==> config.mk <==
export PLATFORM = sky130hd
export DESIGN_NAME = dmaSeqEngine
export DESIGN_NICKNAME = d
export VERILOG_FILES = /design/src/rtl/dmaSeqPkg.sv /design/src/rtl/dmaSeqDatapath.sv /design/src/rtl/dmaSeqControl.sv /design/src/rtl/dmaSeqEngine.sv
export SDC_FILE = /design/constraint.sdc
export NUM_CORES = 1
export LEC_CHECK = 0
export BUFFER_PORTS_ARGS = -buffer_cell sky130_fd_sc_hd__buf_2
export CAP_MARGIN = 20
export CORE_ASPECT_RATIO = 0.75
export CORE_UTILIZATION = 51
export CTS_CLUSTER_SIZE = 14
export DETAILED_ROUTE_END_ITERATION = 16
export GPL_ROUTABILITY_DRIVEN = 0
export GPL_TIMING_DRIVEN = 1
export PLACE_DENSITY = 0.74
export SYNTH_ARGS = -nofsm -noshare
export SYNTH_HDL_FRONTEND = slang
export SYNTH_SLANG_ARGS = --single-unit
==> constraint.sdc <==
create_clock -name clk -period 3.69 [get_ports clk]
set_input_delay 0.1845 -clock clk [delete_from_list [all_inputs] [get_ports clk]]
set_output_delay 0.1845 -clock clk [all_outputs]
set_load 0.05 [all_outputs]
==> src/rtl/dmaSeqPkg.sv <==
package dmaSeqPkg;
  typedef enum logic [1:0] {
    SEL_MEMADDR = 2'd0,
    SEL_IOADDR  = 2'd1,
    SEL_COUNT   = 2'd2,
    SEL_CTRL    = 2'd3
  } regSel_e;

  localparam int CTRL_EN   = 0;
  localparam int CTRL_DIR  = 1;
  localparam int CTRL_WORD = 2;
  localparam int CTRL_DEC  = 3;

  typedef enum logic [1:0] {
    ST_IDLE  = 2'd0,
    ST_READ  = 2'd1,
    ST_WRITE = 2'd2
  } chanState_e;

  typedef struct packed {
    logic latchData;
    logic stepAddr;
    logic writePhase;
  } dpStrobe_t;
endpackage

==> src/rtl/dmaSeqDatapath.sv <==
module dmaSeqDatapath
  import dmaSeqPkg::*;
#(
  parameter int ADDR_W = 24,
  parameter int IO_W   = 16,
  parameter int CNT_W  = 16,
  parameter int DATA_W = 16
) (
  input  logic              clk,
  input  logic              rstN,
  input  logic              regWe,
  input  logic [1:0]        regSel,
  input  logic [ADDR_W-1:0] regWdata,
  input  dpStrobe_t         strobe,
  input  logic [DATA_W-1:0] busRdata,
  output logic              countIsLast,
  output logic              wordSize,
  output logic [ADDR_W-1:0] busAddr,
  output logic [DATA_W-1:0] busWdata
);
  localparam int PAD_W = ADDR_W - IO_W;

  logic [ADDR_W-1:0] memAddr;
  logic [IO_W-1:0]   ioAddr;
  logic [CNT_W-1:0]  count;
  logic [DATA_W-1:0] dataBuf;
  logic              cfgDir, cfgWord, cfgDec;
  logic [ADDR_W-1:0] ioFull, stepAmt, nextAddr, srcAddr, dstAddr;

  generate
    if (PAD_W > 0) begin : gPad
      assign ioFull = {{PAD_W{1'b1}}, ioAddr};
    end else begin : gNoPad
      assign ioFull = ioAddr[ADDR_W-1:0];
    end
  endgenerate

  assign stepAmt  = cfgWord ? ADDR_W'(2) : ADDR_W'(1);
  assign nextAddr = cfgDec ? (memAddr - stepAmt) : (memAddr + stepAmt);
  assign srcAddr  = cfgDir ? ioFull : memAddr;
  assign dstAddr  = cfgDir ? memAddr : ioFull;

  assign busAddr     = strobe.writePhase ? dstAddr : srcAddr;
  assign busWdata    = dataBuf;
  assign wordSize    = cfgWord;
  assign countIsLast = (count == CNT_W'(1));

  always_ff @(posedge clk) begin
    if (!rstN) begin
      memAddr <= '0;
      ioAddr  <= '0;
      count   <= '0;
      dataBuf <= '0;
      cfgDir  <= 1'b0;
      cfgWord <= 1'b0;
      cfgDec  <= 1'b0;
    end else begin
      if (regWe) begin
        unique case (regSel_e'(regSel))
          SEL_MEMADDR: memAddr <= regWdata;
          SEL_IOADDR:  ioAddr  <= regWdata[IO_W-1:0];
          SEL_COUNT:   count   <= regWdata[CNT_W-1:0];
          SEL_CTRL: begin
            cfgDir  <= regWdata[CTRL_DIR];
            cfgWord <= regWdata[CTRL_WORD];
            cfgDec  <= regWdata[CTRL_DEC];
          end
          default: ;
        endcase
      end
      if (strobe.latchData) dataBuf <= busRdata;
      if (strobe.stepAddr) begin
        memAddr <= nextAddr;
        count   <= count - CNT_W'(1);
      end
    end
  end
endmodule

==> src/rtl/dmaSeqControl.sv <==
module dmaSeqControl
  import dmaSeqPkg::*;
(
  input  logic      clk,
  input  logic      rstN,
  input  logic      ctrlWrite,
  input  logic      ctrlEnBit,
  input  logic      xferReq,
  input  logic      busAck,
  input  logic      countIsLast,
  output dpStrobe_t strobe,
  output logic      busReq,
  output logic      busWe,
  output logic      chanEn,
  output logic      xferEnd
);
  chanState_e state, stateNext;
  logic pending, pendingNext, enNext;
  logic reqSeen, startXfer, finishXfer, lastXfer;

  assign reqSeen    = xferReq & chanEn;
  assign startXfer  = (state == ST_IDLE) & pending & chanEn;
  assign finishXfer = (state == ST_WRITE) & busAck;
  assign lastXfer   = finishXfer & countIsLast;

  always_comb begin
    stateNext = state;
    unique case (state)
      ST_IDLE:  if (startXfer) stateNext = ST_READ;
      ST_READ:  if (busAck) stateNext = ST_WRITE;
      ST_WRITE: if (busAck) stateNext = ST_IDLE;
      default:  stateNext = ST_IDLE;
    endcase

    if (ctrlWrite || lastXfer) pendingNext = 1'b0;
    else if (startXfer)        pendingNext = reqSeen;
    else                       pendingNext = pending | reqSeen;

    if (ctrlWrite)     enNext = ctrlEnBit;
    else if (lastXfer) enNext = 1'b0;
    else               enNext = chanEn;
  end

  always_ff @(posedge clk) begin
    if (!rstN) begin
      state   <= ST_IDLE;
      pending <= 1'b0;
      chanEn  <= 1'b0;
      xferEnd <= 1'b0;
    end else begin
      state   <= stateNext;
      pending <= pendingNext;
      chanEn  <= enNext;
      xferEnd <= lastXfer;
    end
  end

  assign strobe.latchData  = (state == ST_READ) & busAck;
  assign strobe.stepAddr   = finishXfer;
  assign strobe.writePhase = (state == ST_WRITE);
  assign busReq = (state != ST_IDLE);
  assign busWe  = (state == ST_WRITE);
endmodule

==> src/rtl/dmaSeqEngine.sv <==
module dmaSeqEngine
  import dmaSeqPkg::*;
#(
  parameter int ADDR_W = 24,
  parameter int IO_W   = 16,
  parameter int CNT_W  = 16,
  parameter int DATA_W = 16
) (
  input  logic              clk,
  input  logic              rstN,
  input  logic              regWe,
  input  logic [1:0]        regSel,
  input  logic [ADDR_W-1:0] regWdata,
  input  logic              xferReq,
  output logic              busReq,
  output logic              busWe,
  output logic              busWord,
  output logic [ADDR_W-1:0] busAddr,
  output logic [DATA_W-1:0] busWdata,
  input  logic [DATA_W-1:0] busRdata,
  input  logic              busAck,
  output logic              chanEn,
  output logic              xferEnd
);
  dpStrobe_t strobe;
  logic countIsLast;
  logic ctrlWrite;

  assign ctrlWrite = regWe & (regSel == SEL_CTRL);

  dmaSeqControl uCtl (
    .clk(clk), .rstN(rstN),
    .ctrlWrite(ctrlWrite), .ctrlEnBit(regWdata[CTRL_EN]),
    .xferReq(xferReq), .busAck(busAck), .countIsLast(countIsLast),
    .strobe(strobe), .busReq(busReq), .busWe(busWe),
    .chanEn(chanEn), .xferEnd(xferEnd)
  );

  dmaSeqDatapath #(
    .ADDR_W(ADDR_W), .IO_W(IO_W), .CNT_W(CNT_W), .DATA_W(DATA_W)
  ) uDp (
    .clk(clk), .rstN(rstN),
    .regWe(regWe), .regSel(regSel), .regWdata(regWdata),
    .strobe(strobe), .busRdata(busRdata),
    .countIsLast(countIsLast), .wordSize(busWord),
    .busAddr(busAddr), .busWdata(busWdata)
  );
endmodule

==> impl_metrics.json, run 1 <==
{
  "status": "finished clean",
  "first_global_vias": 4359,
  "critical_path.cell_chain": "nor2b_1, fa_1, a21o_1, a221o_1, a211oi_2, nand2_1, a2111oi_2, or3_1, o22ai_1",
  "path_max_fanout": 14,
  "worstSetupPathDepth": 9,
  "max_freq_ghz": 0.341,
  "pwr-share-seq_pct": 43.3,
  "finClkSkew_ps": 3.39,
  "peakVddDrop_uv": 265,
  "grt_first_pass_wirelength_um": 21500,
  "cts_buffers": 9,
  "dp.final_hpwl_um": 10100,
  "grt_util_all_layers_pct": 27.4,
  "rows": 30,
  "fin_area_um2": 5870,
  "r2r_slack_ps": 750,
  "cts_hold_buffers": 0,
  "layout_min_cycle_time_ps": 2940,
  "antenna_found_initial": 0,
  "root_buffer": "clkbuf_16",
  "maxCapViolations": 0,
  "power.switching_uw": 564,
  "fill_cells": 845,
  "vias": 4859,
  "die-area_um2": 10200,
  "synth_edf_count": 0,
  "rsz0062_at_grt": "no",
  "grt_overflow": 0,
  "met3_wirelength_um": 902,
  "crit_type": "flip-flop to flip-flop",
  "critPathBufInv": 0,
  "netlist_instances": 619,
  "cts_setup_buffers": 0,
  "ios": 92,
  "setup_violations": 0,
  "synth-seq-area-share_pct": 32.0,
  "yosys.area.top_type_share_pct": 32.0,
  "cts.path.max_buffers": 2,
  "synth_nets": 692,
  "arrival_ps": 3160,
  "post_cts_resized": 0,
  "slew_viol_final": 0,
  "worstReg2RegStart": "uDp.cfgDec$_SDFFE_PN0P_",
  "rr_endpoint": "uDp.memAddr[22]$_SDFFE_PN0P_",
  "hold_viol": 0,
  "worstSetupEndpoint": "uDp.memAddr[22]$_SDFFE_PN0P_",
  "synth_area_um2": 5010,
  "ant_nets": 0,
  "core_area_um2": 9310,
  "layout_common_cells": "nand2_1, buf_2, dfxtp_1",
  "hold_class": "primary input to flip-flop",
  "yosys-top-cells-area": "dfxtp_1, nand2_1, ha_1",
  "final_common_cell": "nand2_1",
  "viasPerCell": 5.88,
  "fin_util_pct": 63.1,
  "seq_area_um2": 1600,
  "crit_required_ps": 3910,
  "cts_tree": "done",
  "drive_gt1_share_pct": 21.7,
  "total_power_mw": 2.10,
  "wl_per_cell_um": 16.6,
  "cellPowerDensity_nw_per_um2": 358,
  "drc": 0,
  "cts_sinks": 80,
  "synth_flop_cell": "dfxtp_1",
  "routed_wl_um": 13700,
  "firstDrtPassIters": 5,
  "wl_met2_um": 5970,
  "top_layer_used": "met4",
  "worstSetupStartpoint": "uDp.cfgDec$_SDFFE_PN0P_",
  "p_int_mw": 1.54,
  "clk_pin_slew_worst_paths_ps": 60,
  "ys_ff_latch": 80,
  "io_buffers": 91,
  "max_stage_delay_ps": 480,
  "wl_met1_um": 6590,
  "period_share_pct": 79.6,
  "htreeDepth": 3,
  "die_h_um": 87.8,
  "maxSlewHeadroom_pct": 50.1,
  "synth_top_cell_by_area": "dfxtp_1",
  "p_comb_share_pct": 14.3,
  "crit_path_start_kind": "flip-flop",
  "p_sw_share_pct": 26.8,
  "p_clk_share_pct": 42.3,
  "syn_to_final_growth_pct": 17.2,
  "worstHoldStart": "busRdata[8]",
  "clk_latency_ps": 340,
  "multi_input_area_um2": 3240,
  "syn_area_per_cell_um2": 8.10,
  "reg2reg_depth": 9,
  "leakage_nw": 2.70,
  "hold_path_depth": 3,
  "layout.nets": 768,
  "cpMaxStageDelayCell": "dfxtp_1",
  "synth_warnings": 0,
  "critPathCaptureType": "flip-flop",
  "setup_tns_ps": 0,
  "crit_family": "compound AO/OA/AOI/OAI gates",
  "grt_max_degree": 58,
  "insertedDiodeCount": 0,
  "start_util_pct": 53.8,
  "placed_cell_area_um2": 5570,
  "drt_iter0_markers": 334,
  "ys_types": 63,
  "tightestPinTransition_ps": 741,
  "async_reset_ff_share_pct": 0,
  "die_width_um": 116
}
cells by family after synthesis:
kind of cell	synth area share [%]
adder cells (fa/ha/maj)	6.64
flip-flops	32.0
multiplexers	9.41
XOR/XNOR	3.50
AO/OA/AOI/OAI	23.8
AND/OR/NAND/NOR	21.0
buffers and inverters	3.70
final cells by class:
class	instances	share of cell area, %
timing repair buffer	101	9.16
clock inverter	3	0.725
inverter	12	0.767
clock buffer	12	4.20
tap	128	2.73
sequential	80	27.3
multi-input combinational	491	55.1
state kept, by name (all words and copies together) (netlist names), 2 cells and up:
signal,cells
uCtl.state,2
uDp.busWdata,16
uDp.memAddr,24
uDp.count,16
uDp.ioAddr,16
cells in the mapped netlist, types with 2 or more instances:
master and instances:
dfxtp_1 80, a32oi_1 3, o21ai_0 30, and3_1 3, a21oi_1 38, mux2i_1 19, inv_1 12, clkbuf_1 29
a211oi_1 2, a31oi_1 6, buf_1 3, nor3b_1 3, a222oi_1 3, a311oi_1 4, xor2_1 10, nor3_1 4
a21o_1 11, o21a_1 2, o211ai_1 7, mux2_2 25, xnor2_1 10, and3b_1 2, a41o_1 2, buf_2 4
or2_2 2, nor4b_1 2, nor4_1 6, nand4_1 6, nand3_1 7, nor2_1 42, nand2b_1 14, and2_1 5
o2111ai_1 2, nor2b_1 11, nand3b_1 3, o22ai_1 5, nand2_1 111, o211a_1 6, a21boi_0 37, ha_1 25
layer usage:
layer,GRT usage [%],vias to the layer above
li1,-,2371
met1,39.0,2282
met2,38.9,182
met3,6.78,24
met4,12.2,0
met5,0,-
worst min path at each step:
stage	endpoint	slack (ps)
floorplan	uDp.busWdata[14]$_SDFFE_PN0P_	330
global placement	uDp.busWdata[0]$_SDFFE_PN0P_	430
detailed placement	uDp.busWdata[2]$_SDFFE_PN0P_	440
CTS	uDp.busWdata[8]$_SDFFE_PN0P_	80
global route	uDp.busWdata[0]$_SDFFE_PN0P_	90
finish	uDp.busWdata[8]$_SDFFE_PN0P_	90
power by group through the flow:
stage	registers, mW	logic [mW]	clock network (mW)
2_1_floorplan	0.925	0.204	0
3_3_place_gp	0.927	0.286	0
3_5_place_dp	0.929	0.295	0
4_1_cts	0.910	0.298	0.897
5_1_grt	0.913	0.326	0.941
6_report	0.911	0.301	0.890
worst register-to-register path, delay by kind of cell (launching register included):
family | cells | cell delay, ps
AND/OR/NAND/NOR | 3 | 570
adder cells (fa/ha/maj) | 1 | 430
AO/OA/AOI/OAI | 5 | 1340
flip-flops | 1 | 480
metrics by stage:
stage | cells | hold WS (ps) | setup slack, ps
2_1_floorplan | 619 | 329 | 922
5_1_grt | 827 | 92.1 | 630
4_1_cts | 825 | 84.7 | 804
3_3_place_gp | 809 | 435 | 882
6_report | 827 | 88.6 | 754
3_5_place_dp | 810 | 443 | 815
No activity file was read; power rests on OpenSTA's default activity.
==> run 2, diff against run 1 <==
--- a/config.mk
+++ b/config.mk
@@ -13,7 +13,7 @@
 export DETAILED_ROUTE_END_ITERATION = 16
 export GPL_ROUTABILITY_DRIVEN = 0
 export GPL_TIMING_DRIVEN = 1
-export PLACE_DENSITY = 0.74
+export PLACE_DENSITY = 0.77
 export SYNTH_ARGS = -nofsm -noshare
 export SYNTH_HDL_FRONTEND = slang
 export SYNTH_SLANG_ARGS = --single-unit
==> constraint.sdc (replaced) <==
create_clock -name clk -period 2.5 [get_ports clk]
set_input_delay 0.125 -clock clk [delete_from_list [all_inputs] [get_ports clk]]
set_output_delay 0.125 -clock clk [all_outputs]
set_load 0.05 [all_outputs]
==> run 2 against run 1 <==
The run now ends with setup timing left. Non-clock buffer count rose by 18. Maximum frequency is 14% higher. Via count is 3.7% higher. Register-to-register slack got worse by 830 ps. Routed wire length up 9.3%. First-iteration DRC count rose by 16%. Total power grew 59%. Sequential power grew 47%. Design area rose by 5.8%. Flip-flop and latch count unchanged. Global-route usage rose by 1.7 points. Sequential share of layout area decreased by 1.4 points. Critical endpoint unchanged.
==> impl_metrics.json, run 2 (synthesis gave the netlist of run 1 again) <==
{
  "worstSetupEndpoint": "uDp.memAddr[22]$_SDFFE_PN0P_",
  "die_h_um": 87.8,
  "firstDrtPassIters": 5,
  "clk_latency_ps": 350,
  "cts_tree": "done",
  "drt_iter0_markers": 389,
  "dpl_worst_slack_ps": -112,
  "leakage_nw": 2.82,
  "critPathCaptureType": "flip-flop",
  "whs_ps": 23.1,
  "dp.cells": 823,
  "max_freq_ghz": 0.388,
  "maxCapViolations": 0,
  "cts_hold_buffers": 0,
  "fin_util_pct": 66.7,
  "ant_nets": 0,
  "largest_register_ffs": 24,
  "vias": 5037,
  "syn_to_final_growth_pct": 24.0,
  "viasPerCell": 5.95,
  "setup_violations": 2,
  "status": "complete, but fails checks",
  "cts_buffers": 9,
  "layout_common_cells": "nand2_1, buf_2, dfxtp_1",
  "start_util_pct": 53.8,
  "grt_max_degree": 41,
  "hold_path_depth": 3,
  "drive_gt1_share_pct": 27.6,
  "insertedDiodeCount": 0,
  "arrival_ps": 2810,
  "die_width_um": 116,
  "finClkSkew_ps": 3.98,
  "crit_required_ps": 2730,
  "fin_area_um2": 6210,
  "root_buffer": "clkbuf_16",
  "placed_cell_area_um2": 5690,
  "worstReg2RegStart": "uDp.memAddr[0]$_SDFFE_PN0P_",
  "crit_path_start_kind": "flip-flop",
  "setup_tns_ps": -81.2,
  "peakVddDrop_uv": 432,
  "drc": 0,
  "hold_class": "primary input to flip-flop",
  "ios": 92,
  "htreeDepth": 3,
  "reg2reg_depth": 11,
  "routed_wl_um": 15000,
  "period_share_pct": 103,
  "core_area_um2": 9310,
  "layout.nets": 786,
  "crit_type": "flip-flop to flip-flop",
  "largest_register": "uDp.memAddr",
  "setup_ws_ps": -77.8,
  "maxSlewHeadroom_pct": 51.2,
  "clk_pin_slew_worst_paths_ps": 60,
  "rsz0062_at_grt": "yes",
  "grt_overflow": 0,
  "slew_viol_final": 0,
  "cts_sinks": 80,
  "cellPowerDensity_nw_per_um2": 537,
  "hold_viol": 0,
  "violations": "setup timing",
  "final_common_cell": "nand2_1",
  "total_power_mw": 3.33,
  "r2r_slack_ps": -80,
  "finalNonFillerCells": 846,
  "rr_endpoint": "uDp.memAddr[22]$_SDFFE_PN0P_",
  "antenna_found_initial": 0,
  "grt_util_all_layers_pct": 29.1,
  "cts.path.max_buffers": 2,
  "tightestPinTransition_ps": 726,
  "io_buffers": 91,
  "wl_per_cell_um": 17.8,
  "rows": 30,
  "dp.final_hpwl_um": 10400,
  "grt_first_pass_wirelength_um": 22600,
  "layout_min_cycle_time_ps": 2580,
  "first_global_vias": 4439,
  "path_max_fanout": 2,
  "die-area_um2": 10200,
  "worstSetupStartpoint": "uDp.memAddr[0]$_SDFFE_PN0P_"
}
-- run 2: changes by cell type in the layout (fill, tap and decap cells not counted), moves of 3 or more --
cell | previous run | this run
dfxtp_1 | 80 | 77
inv_2 | 0 | 3
ha_4 | 0 | 4
a21oi_1 | 38 | 35
buf_4 | 9 | 26
a21oi_2 | 0 | 3
inv_1 | 12 | 9
ha_1 | 25 | 19
-- run 2: worst min path at each step --
stage,start,to
floorplan,busRdata[14],uDp.busWdata[14]$_SDFFE_PN0P_
global route,busRdata[5],uDp.busWdata[5]$_SDFFE_PN0P_
CTS,busRdata[13],uDp.busWdata[13]$_SDFFE_PN0P_
finish,busRdata[13],uDp.busWdata[13]$_SDFFE_PN0P_
global placement,busRdata[13],uDp.busWdata[13]$_SDFFE_PN0P_
detailed placement,busRdata[13],uDp.busWdata[13]$_SDFFE_PN0P_
-- run 2: report_power, final --
part / internal (mW) / switching, mW / leakage, nW / total [mW]
sequential: 1.31 / 0.0336 / 0.651 / 1.34
combinational: 0.183 / 0.291 / 2.01 / 0.474
clock: 0.972 / 0.545 / 0.162 / 1.52
-- run 2: layer usage --
| layer | track usage (%) | wire [µm] | up-vias | share of wire, % |
|---|---|---|---|---|
| met5 | 0 | 0 | - | 0 |
| met4 | 10.5 | 535 | 0 | 3.6 |
| met3 | 7.13 | 1160 | 48 | 7.7 |
| met2 | 43.9 | 6680 | 234 | 44 |
| met1 | 40.2 | 6640 | 2349 | 44 |
| li1 | - | - | 2406 | - |
-- run 2: worst max-delay path, cell delays in order (launching register included) --
cell	delay, ps
dfxtp_2	320
inv_2	80
ha_4	140
inv_2	30
fa_2	330
a21o_1	200
a221o_1	320
a211oi_2	320
nand2_1	160
a2111oi_2	320
or3_1	160
o22ai_1	70
-- run 2: layout make-up --
cell class	count	area, µm²
Timing Repair Buffer	119	686
Fill cell	777	3100
Clock inverter	6	108
Multi-Input combinational cell	491	3370
Clock buffer	10	229
Tap cell	128	160
Sequential cell	80	1610
Inverter	12	45.0
-- run 2: what timing repair did --
| item | CTS | global route |
|---|---|---|
| resized for setup | 7 | 20 |
| setup buffers | 4 | 3 |
| pin swaps | 7 | 10 |
| hold endpoints to repair | 0 | 0 |
| setup endpoints to repair | 3 | 7 |
